## src/rtl/mesh_route_pkg.sv

```systemverilog
package mesh_route_pkg;

    localparam int PORT_COUNT = 5;

    // One-hot bit positions of the port vector
    localparam int P_LOCAL = 4;
    localparam int P_NORTH = 3;
    localparam int P_SOUTH = 2;
    localparam int P_EAST  = 1;
    localparam int P_WEST  = 0;

    // Bit positions of the neighbour availability flags
    localparam int F_NORTH = 3;
    localparam int F_SOUTH = 2;
    localparam int F_EAST  = 1;
    localparam int F_WEST  = 0;

    typedef logic [PORT_COUNT-1:0] port_vec_t;

    localparam port_vec_t PV_NONE  = '0;
    localparam port_vec_t PV_LOCAL = port_vec_t'(1) << P_LOCAL;
    localparam port_vec_t PV_NORTH = port_vec_t'(1) << P_NORTH;
    localparam port_vec_t PV_SOUTH = port_vec_t'(1) << P_SOUTH;
    localparam port_vec_t PV_EAST  = port_vec_t'(1) << P_EAST;
    localparam port_vec_t PV_WEST  = port_vec_t'(1) << P_WEST;

    typedef enum logic {
        ST_IDLE  = 1'b0,
        ST_ISSUE = 1'b1
    } route_state_t;

    // Relation of a local coordinate to a destination coordinate
    typedef enum logic [1:0] {
        REL_EQ   = 2'd0,
        REL_LESS = 2'd1,
        REL_MORE = 2'd2
    } coord_rel_t;

endpackage

```

## src/rtl/route_coord_cmp.sv

```systemverilog
module route_coord_cmp
    import mesh_route_pkg::*;
#(
    parameter int W = 3
) (
    input  logic [W-1:0] here_c,
    input  logic [W-1:0] dest_c,
    output coord_rel_t   rel
);

    always_comb begin
        if (here_c < dest_c) begin
            rel = REL_LESS;
        end else if (here_c > dest_c) begin
            rel = REL_MORE;
        end else begin
            rel = REL_EQ;
        end
    end

endmodule

```

## src/rtl/route_yx_override.sv

```systemverilog
module route_yx_override
    import mesh_route_pkg::*;
#(
    parameter int FLAG_W = 4
) (
    input  logic [FLAG_W-1:0] free_flags,
    input  coord_rel_t        rel_y,
    output logic              go_north,
    output logic              go_south
);

    logic horiz_blocked;

    // A horizontal neighbour without room is the trigger for the override
    assign horiz_blocked = !free_flags[F_EAST] || !free_flags[F_WEST];

    always_comb begin
        go_north = 1'b0;
        go_south = 1'b0;
        // North is evaluated first; South only when North is not chosen
        if (horiz_blocked && free_flags[F_NORTH] && (rel_y == REL_LESS)) begin
            go_north = 1'b1;
        end else if (horiz_blocked && free_flags[F_SOUTH] && (rel_y == REL_MORE)) begin
            go_south = 1'b1;
        end
    end

endmodule

```

## src/rtl/route_xy_pick.sv

```systemverilog
module route_xy_pick
    import mesh_route_pkg::*;
(
    input  coord_rel_t rel_x,
    input  coord_rel_t rel_y,
    input  logic       go_north,
    input  logic       go_south,
    output port_vec_t  pick
);

    always_comb begin
        if (go_north) begin
            pick = PV_NORTH;
        end else if (go_south) begin
            pick = PV_SOUTH;
        end else begin
            unique case (rel_x)
                REL_LESS: pick = PV_EAST;
                REL_MORE: pick = PV_WEST;
                default: begin
                    unique case (rel_y)
                        REL_LESS: pick = PV_NORTH;
                        REL_MORE: pick = PV_SOUTH;
                        default:  pick = PV_LOCAL;
                    endcase
                end
            endcase
        end
    end

endmodule

```

## src/rtl/route_port_fsm.sv

```systemverilog
module route_port_fsm
    import mesh_route_pkg::*;
(
    input  logic      clk,
    input  logic      rst_n,
    input  logic      strobe,
    input  port_vec_t pick,
    output logic      out_valid,
    output port_vec_t out_sel
);

    route_state_t state_q, state_d;
    port_vec_t    sel_q;

    always_comb begin
        state_d = state_q;
        unique case (state_q)
            ST_IDLE:  state_d = strobe ? ST_ISSUE : ST_IDLE;   // T_ACCEPT / T_REST
            ST_ISSUE: state_d = strobe ? ST_ISSUE : ST_IDLE;   // T_CHAIN / T_RETIRE
            default:  state_d = ST_IDLE;
        endcase
    end

    // State register
    always_ff @(posedge clk or negedge rst_n) begin
        if (!rst_n) begin
            state_q <= ST_IDLE;
        end else begin
            state_q <= state_d;
        end
    end

    // Output register
    always_ff @(posedge clk or negedge rst_n) begin
        if (!rst_n) begin
            sel_q <= PV_NONE;
        end else if (state_d == ST_ISSUE) begin
            sel_q <= pick;
        end else begin
            sel_q <= PV_NONE;
        end
    end

    assign out_valid = (state_q == ST_ISSUE);
    assign out_sel   = sel_q;

endmodule

```

## src/rtl/mesh_route_unit.sv

```systemverilog
module mesh_route_unit
    import mesh_route_pkg::*;
#(
    parameter int MESH_X = 8,
    parameter int MESH_Y = 8
) (
    input  logic                      clk,
    input  logic                      rst_n,
    input  logic                      hd_valid,
    input  logic [$clog2(MESH_X)-1:0] here_x,
    input  logic [$clog2(MESH_Y)-1:0] here_y,
    input  logic [$clog2(MESH_X)-1:0] dest_x,
    input  logic [$clog2(MESH_Y)-1:0] dest_y,
    input  logic [3:0]                nbr_free,
    output logic                      port_valid,
    output logic [4:0]                port_sel
);

    localparam int XW = $clog2(MESH_X);
    localparam int YW = $clog2(MESH_Y);

    coord_rel_t rel_x, rel_y;
    logic       go_north, go_south;
    port_vec_t  pick;

    route_coord_cmp #(.W(XW)) u_cmp_x (
        .here_c (here_x),
        .dest_c (dest_x),
        .rel    (rel_x)
    );

    route_coord_cmp #(.W(YW)) u_cmp_y (
        .here_c (here_y),
        .dest_c (dest_y),
        .rel    (rel_y)
    );

    route_yx_override #(.FLAG_W(4)) u_ovr (
        .free_flags (nbr_free),
        .rel_y      (rel_y),
        .go_north   (go_north),
        .go_south   (go_south)
    );

    route_xy_pick u_pick (
        .rel_x    (rel_x),
        .rel_y    (rel_y),
        .go_north (go_north),
        .go_south (go_south),
        .pick     (pick)
    );

    route_port_fsm u_fsm (
        .clk       (clk),
        .rst_n     (rst_n),
        .strobe    (hd_valid),
        .pick      (pick),
        .out_valid (port_valid),
        .out_sel   (port_sel)
    );

endmodule

```

## config.mk

```make
export PLATFORM = sky130hd
export DESIGN_NAME = mesh_route_unit
export DESIGN_NICKNAME = d
export VERILOG_FILES = /design/src/rtl/mesh_route_pkg.sv /design/src/rtl/route_coord_cmp.sv /design/src/rtl/route_yx_override.sv /design/src/rtl/route_xy_pick.sv /design/src/rtl/route_port_fsm.sv /design/src/rtl/mesh_route_unit.sv
export SDC_FILE = /design/constraint.sdc
export NUM_CORES = 1
export LEC_CHECK = 0
export BUFFER_PORTS_ARGS = -buffer_cell sky130_fd_sc_hd__buf_2
export CORE_AREA = 2 2 39 41
export DETAILED_ROUTE_END_ITERATION = 10
export DIE_AREA = 0 0 41 43
export GPL_TIMING_DRIVEN = 0
export PLACE_DENSITY = 0.59
export SLEW_MARGIN = 20
export SYNTH_ARGS = -nofsm -noshare
export SYNTH_HDL_FRONTEND = slang
export SYNTH_SLANG_ARGS = --single-unit
export TNS_END_PERCENT = 50
```

## constraint.sdc

```tcl
create_clock -name clk -period 0.8 [get_ports clk]
set_input_delay 0.04 -clock clk [delete_from_list [all_inputs] [get_ports clk]]
set_output_delay 0.04 -clock clk [all_outputs]
set_load 0.05 [all_outputs]
```

==> metrics.md, run 1 <==
| Metric | Value |
|---|---|
| Run status | finished, violations left |
| Failing checks | setup timing |
| Ys Warns | 0 |
| Core Region | around 1400 sq um |
| CP Class | in -> reg |
| Largest net degree at the start of global routing | 7 |
| Slew HR | between 80 and 90% |
| Metal2 WL | about 490 um |
| Port Buffers | 24 |
| Class of the worst hold path | in -> reg |
| Pins Over Slew Limit | 0 |
| Clock share of power | between 20% and 30% |
| Final period utilization | 126% |
| Crit path max-delay family | multiplexers |
| Pint | 705 uW |
| Area of the multi-input gates | 355 sq um |
| N_diodes | 0 |
| Post-Route M1 WL | around 360 um |
| Grt ovf | 0 |
| Final WL | roughly 920 um |
| Post-synth cell types | 16 |
| TritonCTS Buffers | 3 |
| IO Pins | 25 |
| Row cnt | 14 |
| Crit path DAT | about 1100 ps |
| #FFs+latches synth | 6 |
| Mapped Cells | just over 40 |
| Post-Layout Inst Area | 792 sq um |
| Fraction of layout cells with a size suffix above 1 | 64.8% |
| Global-route usage over all layers | ~14% |
| CTS sink cnt | 6 |
| H-tree Lvls | 1 |
| CP Depth | 7 |
| CTS max path bufs | 2 |
| DRC Markers | 0 |
| Worst-margin pin slew | approximately 270 ps |
| Register area | approximately 150 sq um |
| Max-cap violation count | 0 |
| Final Hold Vio Count | 0 |
| Vias in the first global route | 417 |
| Hold Path Stages | 2 |
| Final Setup Violations | 6 |
| Die width | between 40 and 50 um |
| Post-route setup slack | -204 ps |
| Switching power | ~340 uW |
| Avg Cell Area, Syn | roughly 9.7 sq um |
| CP max stage delay | approximately 320 ps |
| Routed Antenna Nets | 0 |
| Synth area leader | dfrtp_1 |
| RSZ-0062 raised after global routing | yes |
| Post-DP HPWL | roughly 750 um |
| Met3 routed WL | 54 um |
| Ys flop type | dfrtp_1 |
| Initial antenna violation count | 0 |
| P&R area growth vs syn | 99.1% |
| Max VDD drop | 0.000435 V |
| Final core utilization | around 57% |
| Routability cong. | about 0.7 |
| Comb power frac | a little over two fifths |
| Pwr Density | 1320 nW/um^2 |
| Wire per inst | between 10 and 15 um |
| Fill count | 127 |
| Via count | about 400 |
| Setup crit start kind | primary input |
| Post-DP Area | ~580 sq um |
| Mapped cell area | around 400 sq um |
| Global-route wire length before repair | ~1600 um |
| Starting Density | between 20% and 30% |
| Uppermost layer routed | met4 |
| Root Buffer | clkbuf_4 |
| CP endpoint kind | flip-flop |
| Final Power | 1.04 mW |
| Iter 0 DRT Violations | 3 |
| Final worst path period need | between 1000 and 1500 ps |
| CP max-delay cell | mux2_4 |
| Worst Path Buf+Inv | 2 |
| Clk slew on worst S/H paths | about 40 ps |
| Leakage | around 0.37 nW |
| CP Max Fanout | 3 |
| Post-synthesis sequential area ratio | a little under two fifths |
| Area of the die | 1760 sq um |
| Die Y | ~43 um |
| Initial DRT Pass Iterations | 5 |
| Vias/cell | around 4.6 |
| F_max | roughly 1.0 GHz |
| Net Sw Frac | 32.4% |
| Most common cell in the netlist | inv_1 |
| Register share of total power | 31.8% |
| Post-Syn Nets | 66 |
| Synth area leaders | dfrtp_1, ha_1, inv_1 |
| Number of synthesized flops with an enable pin | 0 |
| CP required | about 930 ps |
| Hold slack | roughly 110 ps |
| Asr flop ratio synth | between 90% and 100% |
| Nets | between 90 and 100 |
| Post-synth top area share | ~38% |
| Commonest cells in the netlist | inv_1, dfrtp_1, ha_1 |
| Crit path cell chain | buf_8 > inv_12 > ha_4 > nand2_4 > o21ai_4 > mux2_4 > and4_1 |
| TritonCTS clock tree | yes |
## power by group through the flow
stage	combinational [mW]	clock, mW	sequential (mW)
4_1_cts	0.378	0.292	0.332
2_1_floorplan	0.137	0	0.398
3_3_place_gp	0.298	0	0.330
5_1_grt	0.478	0.304	0.333
3_5_place_dp	0.305	0	0.331
6_report	0.441	0.271	0.331
## cells by family after synthesis
group	count (synthesis)	share of synthesized area, %
flip-flops	6	37.7
AO/OA/AOI/OAI	7	13.2
buffers and inverters	7	6.60
multiplexers	1	3.77
adder cells (fa/ha/maj)	6	18.9
AND/OR/NAND/NOR	14	19.8
## cell type report
class                   count  share of cell area, %
well taps                  16                   2.53
clock buffers               3                   2.84
multi-input cells          28                   44.9
repair buffers             27                   25.9
flip-flops and latches      6                   19.0
inverters                   7                   4.90
## sequential cells by signal, indices dropped and copies added, names as in the netlist
name             cells
u_fsm.out_sel        5
u_fsm.out_valid      1
## what timing repair did
action,in CTS,in global routing
endpoints found under the setup margin,11,11
buffers inserted,1,0
cloned,0,0
gates resized for setup,20,12
endpoints found under the hold margin,7,0
hold buffers,2,0
pin swaps,6,4
## final timing paths
kind                           start  slack, ps                to
setup / recovery           dest_y[2]       -200  u_fsm.out_sel[1]
max in group asynchronous      rst_n        500  u_fsm.out_sel[3]
hold / removal              hd_valid        110  u_fsm.out_sel[3]
min in group asynchronous      rst_n        150  u_fsm.out_sel[0]
## metrics by stage
stage / TNS (ps) / setup WS, ps / std cells
floorplan: -1110 / -343 / 41
global placement: -2300 / -577 / 81
detailed placement: -2350 / -601 / 81
CTS: -567 / -186 / 87
global route: -734 / -236 / 87
finish: -465 / -204 / 87
## placed cells by master, fill, tap and decap left out, drive strengths merged
master	count
a2111oi	1
a21oi	4
and4	2
buf	25
clkbuf	3
dfrtp	6
dlygate4sd3	2
ha	6
inv	7
mux2	1
nand2	5
nand3	3
nor2	1
nor2b	1
nor3b	2
o21ai	2
## layer usage
metal  GRT usage [%]  vias up
li1                -      201
met1            14.9      180
met2            21.3       15
met3            3.14        2
met4            10.0        0
met5               0        -
Power figures use the tool's default switching activity.
==> run 2: changes to the inputs <==
PLACE_DENSITY = 0.61   (was 0.59)
clock period = 0.83 ns   (was 0.8 ns; I/O delays follow)
==> run 2 against run 1 <==
Against the previous run: the run still ends with setup timing left; via count grew 2.5%; global-route usage fell by 0.91 points; total power decreased by 4.2%; final cell count decreased by 1.1%; clock-buffer cell count did not move; routed wire length rose by 5.0%; utilization fell by 0.90 points; die area did not move; critical path depth unchanged; sequential power shrank 4%; first-iteration DRC count is 33% higher; cell area is 1.6% lower; critical path type unchanged; critical endpoint unchanged.
==> metrics.md, run 2 (synthesis results as in run 1) <==
| Metric | Value |
|---|---|
| Run status | finished, violations left |
| Failing checks | setup timing |
| F_max | 1.00 GHz |
| Crit path cell chain | buf_8 > inv_12 > ha_4 > nand2_4 > o21ai_4 > mux2_4 > and4_1 |
| CP max-delay cell | mux2_4 |
| Max VDD drop | 0.000431 V (-0.95%) |
| Wire per inst | 11.2 um (+6.2%) |
| Pint | 675 uW (-4.3%) |
| Comb power frac | 42.0% (-0.3 points) |
| Worst-margin pin slew | 254 ps (-15.8 ps) |
| Final Non-Filler Cells | 86 (-1.1%) |
| Core Region | 1380 sq um (unchanged) |
| Net Sw Frac | 32.4% (+0.060 points) |
| Class of the worst hold path | in -> reg |
| Pwr Density | 1280 nW/um^2 (-2.7%) |
| Final worst path period need | 998 ps |
| Root Buffer | clkbuf_4 |
| Initial antenna violation count | 0 (unchanged) |
| Vias in the first global route | 361 (-13%) |
| TritonCTS Buffers | 3 (unchanged) |
| Die Y | 43 um (unchanged) |
| Max reg flops | 5 (unchanged) |
| Final Hold Vio Count | 0 (unchanged) |
| Leakage | 0.362 nW (-1.5%) |
| CP Class | in -> reg |
| Final Setup Violations | 3 (-3) |
| CP endpoint kind | flip-flop |
| Via count | 408 (+2.5%) |
| TritonCTS clock tree | yes |
| Vias/cell | 4.74 (+3.7%) |
| Commonest non-fill, non-tap cells in the layout | buf_2, buf_6, dfrtp_1, inv_1, ha_4 |
| Port Buffers | 24 (unchanged) |
| Grt ovf | 0 (unchanged) |
| Final Power | 999 uW (-4.2%) |
| Fill count | 126 (-0.79%) |
| IO Pins | 25 (unchanged) |
| H-tree Lvls | 1 (unchanged) |
| Final core utilization | 56.3% (-0.90 points) |
| Endpoint, Worst Hold | u_fsm.out_sel[3] |
| Final period utilization | 120% |
| Clock share of power | 26.0% (about the same) |
| Die width | 41 um (unchanged) |
| RSZ-0062 raised after global routing | yes |
| CTS max path bufs | 2 (unchanged) |
| Area of the die | 1760 sq um (unchanged) |
| CP required | 960 ps (+30 ps) |
| Iter 0 DRT Violations | 4 (+1) |
| Hold Crit Start | hd_valid |
| Crit path DAT | 1120 ps (about the same) |
| DRC Markers | 0 (unchanged) |
| Switching power | 324 uW (-4.1%) |
| N_diodes | 0 (unchanged) |
| Max-cap violation count | 0 (unchanged) |
| Starting Density | 28.8% (unchanged) |
| Clk slew on worst S/H paths | 40 ps (about the same) |
| Largest net degree at the start of global routing | 7 (unchanged) |
| Setup crit start kind | primary input |
| Row cnt | 14 (unchanged) |
| Pins Over Slew Limit | 0 (unchanged) |
| Hold Path Stages | 2 (unchanged) |
| CP max stage delay | 320 ps (about the same) |
| Leading cell type in the layout, fill and taps excluded | buf_2 |
| P&R area growth vs syn | 95.9% |
| Worst Path Buf+Inv | 2 (unchanged) |
| Placed Cells | 81 (unchanged) |
| Register share of total power | 32.0% (+0.2 points) |
| Fraction of layout cells with a size suffix above 1 | 64.3% (-0.50 points) |
| Initial DRT Pass Iterations | 4 (-1) |
| Global-route usage over all layers | 12.7% (-0.91 points) |
| Post-DP HPWL | 732 um (-2.2%) |
| Global-route wire length before repair | 1440 um (-8.8%) |
| Final WL | 961 um (+5.0%) |
| Routability cong. | 0.687 (+0.18%) |
| Nets | 97 (-1.0%) |
| Post-route setup slack | -168 ps (+36.4 ps) |
| Setup Buffers After CTS | 0 (-1) |
| Crit path max-delay family | multiplexers |
| Routed Antenna Nets | 0 (unchanged) |
| CP Max Fanout | 3 (unchanged) |
| CTS sink cnt | 6 (unchanged) |
| Slew HR | 83.1% (+1.1 points) |
[run 2: power groups by stage]
| stage | clock network, mW | logic, mW | registers (mW) |
|---|---|---|---|
| 6_report | 0.260 | 0.420 | 0.319 |
| 3_5_place_dp | 0 | 0.293 | 0.320 |
| 4_1_cts | 0.281 | 0.350 | 0.320 |
| 2_1_floorplan | 0 | 0.132 | 0.384 |
| 3_3_place_gp | 0 | 0.287 | 0.318 |
| 5_1_grt | 0.298 | 0.453 | 0.321 |
[run 2: worst max-delay path by stage]
| stage | startpoint | to | slack (ps) | cells past startpoint |
|---|---|---|---|---|
| final | dest_y[2] | u_fsm.out_sel[1] | -170 | 7 |
| after global routing | dest_y[2] | u_fsm.out_sel[1] | -170 | 7 |
| after CTS | dest_y[2] | u_fsm.out_sel[1] | -150 | 7 |
| after detailed placement | dest_y[2] | u_fsm.out_sel[1] | -560 | 7 |
| after global placement | dest_y[2] | u_fsm.out_sel[1] | -550 | 7 |
| after floorplan | dest_y[2] | u_fsm.out_sel[1] | -310 | 6 |
[run 2: per-layer routing]
metal	share of wire, %	routed length [um]	vias to the layer above	global-route usage (%)
li1	-	-	199	-
met1	36	348	190	13.6
met2	55	526	16	19.7
met3	6.1	59	3	3.14
met4	2.7	26	0	10.0
met5	0	0	-	0
[run 2: layout make-up]
class / count / area [sq um] / share of cell area, %
inverters: 7 / 38.8 / 4.98
flip-flops and latches: 6 / 150 / 19.3
clock buffers: 3 / 22.5 / 2.89
multi-input cells: 28 / 348 / 44.6
well taps: 16 / 20.0 / 2.57
repair buffers: 26 / 200 / 25.7
[run 2: per-stage QoR]
step	area [sq um]	setup slack (ps)	hold slack, ps	TNS (ps)
6_report	779	-168	112	-454
5_1_grt	779	-173	102	-553
4_1_cts	697	-151	92.9	-290
3_5_place_dp	578	-564	-131	-2210
3_3_place_gp	578	-547	-136	-2140
2_1_floorplan	438	-315	-254	-965
[run 2: what timing repair did]
item	CTS	global route
hold buffers	2	0
endpoints found under the setup margin	11	9
gates cloned	0	0
pin swaps	8	5
endpoints found under the hold margin	7	0
resized for setup	19	13
